===== config.mk =====
export PLATFORM = sky130hd
export DESIGN_NAME = vid_line_sequencer
export DESIGN_NICKNAME = d
export VERILOG_FILES = /design/src/rtl/vls_pkg.sv /design/src/rtl/vls_shadow.sv /design/src/rtl/vls_axis.sv /design/src/rtl/vls_polar.sv /design/src/rtl/vid_line_sequencer.sv
export SDC_FILE = /design/constraint.sdc
export NUM_CORES = 1
export LEC_CHECK = 0
export BUFFER_PORTS_ARGS = -buffer_cell sky130_fd_sc_hd__clkbuf_2
export CAP_MARGIN = 40
export CORE_MARGIN = 2
export CORE_UTILIZATION = 35
export DETAILED_ROUTE_END_ITERATION = 8
export SLEW_MARGIN = 20
export SYNTH_ARGS = -nofsm -noshare
export SYNTH_HDL_FRONTEND = slang
export SYNTH_SLANG_ARGS = --single-unit

===== constraint.sdc =====
create_clock -name clk -period 9.7 [get_ports clk]
set_clock_uncertainty 0.05 [all_clocks]
set_input_delay 0.97 -clock clk [delete_from_list [all_inputs] [get_ports clk]]
set_output_delay 0.97 -clock clk [all_outputs]
set_load 0.05 [all_outputs]

===== src/rtl/vls_pkg.sv =====
package vls_pkg;
   timeunit 1ns;
   timeprecision 100ps;

   typedef enum logic [1:0] {
      RG_SYNC   = 2'd0,
      RG_BACK   = 2'd1,
      RG_ACTIVE = 2'd2,
      RG_FRONT  = 2'd3
   } region_e;

   // Region of a position given three leading region lengths; the
   // remainder of the axis is the front porch.
   function automatic region_e locate(input logic [31:0] pos,
                                      input logic [31:0] l_sync,
                                      input logic [31:0] l_back,
                                      input logic [31:0] l_act);
      logic [31:0] e_back, e_act;
      e_back = l_sync + l_back;
      e_act  = e_back + l_act;
      if (pos < l_sync)      return RG_SYNC;
      else if (pos < e_back) return RG_BACK;
      else if (pos < e_act)  return RG_ACTIVE;
      else                   return RG_FRONT;
   endfunction
endpackage


===== src/rtl/vls_shadow.sv =====
module vls_shadow #(
   parameter int HW       = 16,
   parameter int PW       = 14,
   parameter int VW       = 12,
   parameter int VACT_MAX = 2047,
   parameter int NPOL     = 3
) (
   input  logic            clk,
   input  logic            rst_n,
   input  logic            load,
   input  logic [HW-1:0]   in_hsa,
   input  logic [HW-1:0]   in_hbp,
   input  logic [HW-1:0]   in_hline,
   input  logic [PW-1:0]   in_hact,
   input  logic [VW-1:0]   in_vsa,
   input  logic [VW-1:0]   in_vbp,
   input  logic [VW-1:0]   in_vact,
   input  logic [VW-1:0]   in_vfp,
   input  logic [NPOL-1:0] in_pol,
   output logic [HW-1:0]   sh_hsa,
   output logic [HW-1:0]   sh_hbp,
   output logic [HW-1:0]   sh_hline,
   output logic [PW-1:0]   sh_hact,
   output logic [VW-1:0]   sh_vsa,
   output logic [VW-1:0]   sh_vbp,
   output logic [VW-1:0]   sh_vact,
   output logic [VW-1:0]   sh_vfp,
   output logic [NPOL-1:0] sh_pol
);
   timeunit 1ns;
   timeprecision 100ps;

   localparam logic [VW-1:0] VLIM = VW'(VACT_MAX);

   if (VACT_MAX >= (1 << VW)) begin : g_bad_limit
      $error("VACT_MAX does not fit in VW bits");
   end

   logic accept;
   assign accept = (in_vact <= VLIM);

   always_ff @(posedge clk or negedge rst_n) begin
      if (!rst_n) begin
         sh_hsa   <= '0;
         sh_hbp   <= '0;
         sh_hline <= '0;
         sh_hact  <= '0;
         sh_vsa   <= '0;
         sh_vbp   <= '0;
         sh_vact  <= '0;
         sh_vfp   <= '0;
         sh_pol   <= '0;
      end else if (load && accept) begin
         sh_hsa   <= in_hsa;
         sh_hbp   <= in_hbp;
         sh_hline <= in_hline;
         sh_hact  <= in_hact;
         sh_vsa   <= in_vsa;
         sh_vbp   <= in_vbp;
         sh_vact  <= in_vact;
         sh_vfp   <= in_vfp;
         sh_pol   <= in_pol;
      end
   end
endmodule


===== src/rtl/vls_axis.sv =====
module vls_axis
   import vls_pkg::*;
#(
   parameter int SW = 16,
   parameter int TW = 16
) (
   input  logic          clk,
   input  logic          rst_n,
   input  logic          step,
   input  logic [SW-1:0] len_sync,
   input  logic [SW-1:0] len_back,
   input  logic [SW-1:0] len_act,
   input  logic [TW-1:0] total,
   output logic [TW-1:0] pos,
   output region_e       region,
   output logic          last
);
   timeunit 1ns;
   timeprecision 100ps;

   localparam int CW = TW + 1;

   if (TW > 30 || SW > 28) begin : g_bad_width
      $error("axis widths exceed the region decoder range");
   end

   logic [CW-1:0] nxt;
   assign nxt  = {1'b0, pos} + CW'(1);
   // A total of zero also ends the axis after a single step.
   assign last = (nxt >= {1'b0, total});

   always_ff @(posedge clk or negedge rst_n) begin
      if (!rst_n)    pos <= '0;
      else if (step) pos <= last ? '0 : nxt[TW-1:0];
   end

   always_comb region = locate(32'(pos), 32'(len_sync), 32'(len_back), 32'(len_act));
endmodule


===== src/rtl/vls_polar.sv =====
module vls_polar #(
   parameter int N = 3
) (
   input  logic [N-1:0] raw,
   input  logic [N-1:0] low_sel,
   output logic [N-1:0] pin
);
   timeunit 1ns;
   timeprecision 100ps;

   for (genvar i = 0; i < N; i++) begin : g_bit
      assign pin[i] = raw[i] ^ low_sel[i];
   end
endmodule


===== src/rtl/vid_line_sequencer.sv =====
module vid_line_sequencer
   import vls_pkg::*;
#(
   parameter int HW       = 16,
   parameter int PW       = 14,
   parameter int VW       = 12,
   parameter int VACT_MAX = 2047
) (
   input  logic          clk,
   input  logic          rst_n,
   input  logic [HW-1:0] cfg_hsync_len,
   input  logic [HW-1:0] cfg_hback_len,
   input  logic [HW-1:0] cfg_hline_len,
   input  logic [PW-1:0] cfg_hact_len,
   input  logic [VW-1:0] cfg_vsync_lines,
   input  logic [VW-1:0] cfg_vback_lines,
   input  logic [VW-1:0] cfg_vact_lines,
   input  logic [VW-1:0] cfg_vfront_lines,
   input  logic [2:0]    cfg_pol_low,
   output logic [1:0]    hregion_o,
   output logic [1:0]    vregion_o,
   output logic          frame_start_o,
   output logic          line_start_o,
   output logic          hsync_o,
   output logic          vsync_o,
   output logic          de_o
);
   timeunit 1ns;
   timeprecision 100ps;

   localparam int VTW  = VW + 2;
   localparam int NPOL = 3;

   if (PW > HW) begin : g_bad_pw
      $error("active count width must not exceed horizontal width");
   end

   logic            run_q;
   logic [HW-1:0]   sh_hsa, sh_hbp, sh_hline;
   logic [PW-1:0]   sh_hact;
   logic [VW-1:0]   sh_vsa, sh_vbp, sh_vact, sh_vfp;
   logic [NPOL-1:0] sh_pol;
   logic [HW-1:0]   hpos;
   logic [VTW-1:0]  vpos, vtotal;
   region_e         hreg, vreg;
   logic            hlast, vlast, load;
   logic [NPOL-1:0] raw;

   assign load = ~run_q | (hlast & vlast);

   always_ff @(posedge clk or negedge rst_n) begin
      if (!rst_n) run_q <= 1'b0;
      else        run_q <= 1'b1;
   end

   vls_shadow #(.HW(HW), .PW(PW), .VW(VW), .VACT_MAX(VACT_MAX), .NPOL(NPOL)) u_shadow (
      .clk(clk), .rst_n(rst_n), .load(load),
      .in_hsa(cfg_hsync_len), .in_hbp(cfg_hback_len), .in_hline(cfg_hline_len),
      .in_hact(cfg_hact_len), .in_vsa(cfg_vsync_lines), .in_vbp(cfg_vback_lines),
      .in_vact(cfg_vact_lines), .in_vfp(cfg_vfront_lines), .in_pol(cfg_pol_low),
      .sh_hsa(sh_hsa), .sh_hbp(sh_hbp), .sh_hline(sh_hline), .sh_hact(sh_hact),
      .sh_vsa(sh_vsa), .sh_vbp(sh_vbp), .sh_vact(sh_vact), .sh_vfp(sh_vfp),
      .sh_pol(sh_pol)
   );

   assign vtotal = VTW'(sh_vsa) + VTW'(sh_vbp) + VTW'(sh_vact) + VTW'(sh_vfp);

   vls_axis #(.SW(HW), .TW(HW)) u_hax (
      .clk(clk), .rst_n(rst_n), .step(run_q),
      .len_sync(sh_hsa), .len_back(sh_hbp), .len_act(HW'(sh_hact)),
      .total(sh_hline), .pos(hpos), .region(hreg), .last(hlast)
   );

   vls_axis #(.SW(VW), .TW(VTW)) u_vax (
      .clk(clk), .rst_n(rst_n), .step(run_q & hlast),
      .len_sync(sh_vsa), .len_back(sh_vbp), .len_act(sh_vact),
      .total(vtotal), .pos(vpos), .region(vreg), .last(vlast)
   );

   assign line_start_o  = run_q & (hpos == '0);
   assign frame_start_o = line_start_o & (vpos == '0);
   assign hregion_o     = run_q ? hreg : RG_FRONT;
   assign vregion_o     = run_q ? vreg : RG_FRONT;

   assign raw[0] = run_q & (hreg == RG_ACTIVE) & (vreg == RG_ACTIVE);
   assign raw[1] = run_q & (vreg == RG_SYNC);
   assign raw[2] = run_q & (hreg == RG_SYNC);

   vls_polar #(.N(NPOL)) u_pol (.raw(raw), .low_sel(sh_pol), .pin({hsync_o, vsync_o, de_o}));
endmodule


==> results.json <==
{
  "outcome": "finished clean",
  "worstSkewPairLatency_ps": 440,
  "first_pass_iters": 5,
  "dp_hpwl_um": 23200,
  "critPathMaxFanout": 4,
  "cts_setup_buffers": 0,
  "intPower_mw": 1.97,
  "pwr-share-comb_pct": 56.5,
  "p_clk_share_pct": 20.5,
  "clock-root-buffer": "clkbuf_16",
  "cp-end-kind": "output port",
  "p_switching_mw": 1.42,
  "fmax_mhz": 147,
  "die_w_um": 190,
  "share_seq_of_total_power_pct": 22.9,
  "dieHeight_um": 190,
  "cts_hold_buf": 0,
  "max-cap-violations": 0,
  "synth_cell_types": 70,
  "grtUsageTotal_pct": 16.9,
  "place.port_buffers": 123,
  "tns_ps": 0,
  "avgRoutedWirePerCell_um": 16.1,
  "async_flop_share_pct": 100,
  "layout.nets": 1630,
  "critPathArrivalTime_ps": 5800,
  "cts-resized-gates": 0,
  "regArea_um2": 3600,
  "synth.cell_area_um2": 12100,
  "start_kind": "register",
  "core_area_um2": 34300,
  "hp-class": "in -> async",
  "grt_pass1_wl_um": 48100,
  "synth_flop_cell": "dfrtp_1",
  "p_sw_share_pct": 41.9,
  "gp_congestion": 0.861,
  "io_pins": 124,
  "cts.sinks": 144,
  "cts_buffer_depth": 2,
  "htree_levels": 4,
  "dp_cells": 1740,
  "worst_pin_slew_ps": 779,
  "cts.reportedPaths.clkPinSlew_ps": 70,
  "max_slew_margin_pct": 48.1,
  "initial_core_util_pct": 35.2,
  "cp.required_ps": 8680,
  "antenna_found_initial": 2,
  "power.density_nw_per_um2": 246,
  "wirelength_um": 28500,
  "dieArea_um2": 36000,
  "areaGrowthSynthToFinish_pct": 14.0,
  "gr-total-overflow": 0,
  "grt_pass1_vias": 9174,
  "drive_above_1_share_pct": 15.3,
  "viasPerCell": 5.07,
  "rsz0062_at_grt": "false",
  "synth_edf_count": 0,
  "multiInputGateArea_um2": 7910,
  "synth-seq-cells": 144,
  "row_count": 68,
  "finalNonFillerCells": 1772,
  "cts_made_buffers": 17,
  "hold_violations": 0,
  "ys_warn_count": 0,
  "setup.worst_path.class": "reg -> out",
  "synth_cells": 1181,
  "yosysSeqAreaShare_pct": 29.8,
  "vias": 8987,
  "detail_route.iter0.violations": 404,
  "post-route-drc-count": 0,
  "period_share_pct": 70.3,
  "antenna_cells": 0,
  "ant_nets": 0,
  "grt_max_degree": 70,
  "leakagePower_nw": 6.83,
  "tritoncts": "yes",
  "ir_drop_mv": 0.136,
  "syn_avg_cell_area_um2": 10.2,
  "slew_violations": 0,
  "synth_nets": 1507,
  "n_fill_cell": 3316,
  "fin_crit_ps": 6820,
  "setup_viol": 0
}
synthesized netlist by cell type (28+ instances only):
| cell | instances | area share (%) |
|---|---|---|
| ha_1 | 183 | 19 |
| xor2_1 | 34 | 2.5 |
| nand2_1 | 51 | 1.6 |
| mux2_1 | 87 | 8.1 |
| nor2_1 | 47 | 1.5 |
| inv_1 | 98 | 3.0 |
| xnor2_1 | 51 | 3.7 |
| dfrtp_1 | 144 | 30 |
| nand3_1 | 32 | 1.3 |
| o21ai_0 | 57 | 2.4 |
| a21o_1 | 43 | 2.7 |
| fa_1 | 28 | 4.6 |
| a21oi_1 | 62 | 2.6 |
flip-flops by register name, summed over array words and instances, names as in the netlist:
signal,count
u_hax.pos,16
run_q,1
u_vax.pos,14
u_shadow.sh_vfp,12
u_shadow.sh_hsa,16
u_shadow.sh_hline,16
u_shadow.sh_vact,12
u_shadow.sh_hbp,16
u_shadow.sh_pol,3
u_shadow.sh_hact,14
u_shadow.sh_vsa,12
u_shadow.sh_vbp,12
worst max-delay path: stages (launching register included):
cell       delay [ps]
dfrtp_1           360
ha_1              210
inv_1              60
fa_1              390
nor2b_1           170
o2111ai_1         140
a31oi_1           270
or3_1             160
xor2_1            280
ha_1              340
nand2_1           110
nor2_1             60
o2111ai_1          90
o211ai_1          150
nor4b_1           380
nor3b_1           130
nand2b_1          170
ha_1              290
a21o_1            190
a21o_1            170
a211oi_1          210
o21ai_0           120
o31ai_1           190
nand3_1           230
xnor2_1           180
clkbuf_2          290
power groups by stage:
stage,Clock (mW),Combinational (mW),Sequential (mW)
finish,0.695,1.91,0.776
global route,0.734,2.20,0.792
CTS,0.713,1.92,0.778
detailed placement,0,1.90,0.789
global placement,0,1.86,0.786
floorplan,0,1.51,0.745
cells in the final DEF (no fill, tap or decap), drive strengths merged, types with 4 or more instances in the layout:
master | Yosys | final
ha | 183 | 183
dfrtp | 144 | 144
clkbuf | 10 | 140
mux2 | 112 | 112
inv | 99 | 103
a21oi | 63 | 63
o21ai | 60 | 60
nand2 | 52 | 52
xnor2 | 51 | 51
nor2 | 48 | 48
a21o | 43 | 43
xor2 | 34 | 34
nand3 | 34 | 34
fa | 28 | 28
nand2b | 17 | 17
o21a | 16 | 16
nor2b | 13 | 13
nand4 | 12 | 12
nor3 | 11 | 11
and3 | 11 | 11
o21bai | 11 | 11
o2111ai | 9 | 9
a211oi | 8 | 8
o31ai | 8 | 8
a22o | 8 | 8
or2 | 8 | 8
nor4 | 8 | 8
o2bb2ai | 6 | 6
buf | 14 | 6
a21boi | 5 | 5
nor4b | 5 | 5
o41ai | 5 | 5
or3 | 4 | 4
and2 | 4 | 4
a2111oi | 4 | 4
clkinv | 0 | 4
path summary, 6_finish.rpt:
check / from / endpoint / slack, ps / depth (start not counted)
max reg2reg: u_shadow.sh_vbp[1] / u_shadow.sh_hact[10] / 3480 / 22
min reg2reg: u_shadow.sh_hline[14] / u_shadow.sh_hline[14] / 440 / 1
max in group asynchronous: rst_n / u_shadow.sh_vsa[5] / 7930 / 3
max: u_shadow.sh_hsa[0] / de_o / 2880 / 25
min in group clk: u_shadow.sh_hline[14] / u_shadow.sh_hline[14] / 440 / 1
min: rst_n / u_shadow.sh_hsa[4] / 340 / 1
cell type report:
cell class	count	share of cell area (%)
inverters	99	2.70
flip-flops and latches	144	26.2
clock inverters	14	1.32
clock buffers	18	3.19
repair buffers	128	5.08
multi-input cells	914	57.4
well taps	455	4.13
through the flow:
step	power, mW	hold WS (ps)	util (%)	area, um2	worst slack (ps)
after global placement	2.65	421	38.2	13100	3270
after detailed placement	2.69	429	38.4	13200	3370
after floorplan	2.26	408	-	12100	3780
after global routing	3.73	348	40.2	13800	2440
after CTS	3.41	330	40.2	13800	2850
final	3.39	341	40.2	13800	2880
routing by layer:
metal  GRT usage [%]  part of all wire, %  vias to the layer above
met5               0                0.084                        -
met4            5.07                  1.7                        4
met3            3.17                  3.6                       31
met2            26.2                   44                      149
met1            23.8                   51                     4296
li1                -                    -                     4507
kinds of logic after synthesis:
logic type | share of synthesized area (%)
other | 0.0310
adders and majority gates | 23.6
xor gates and xnor gates | 6.16
muxes | 10.6
buffers and inverters | 4.68
DFF | 29.8
AOI/OAI and AO/OA | 15.0
and+or+nand+nor | 10.1
Note: power is estimated with default switching activity, not from simulation.
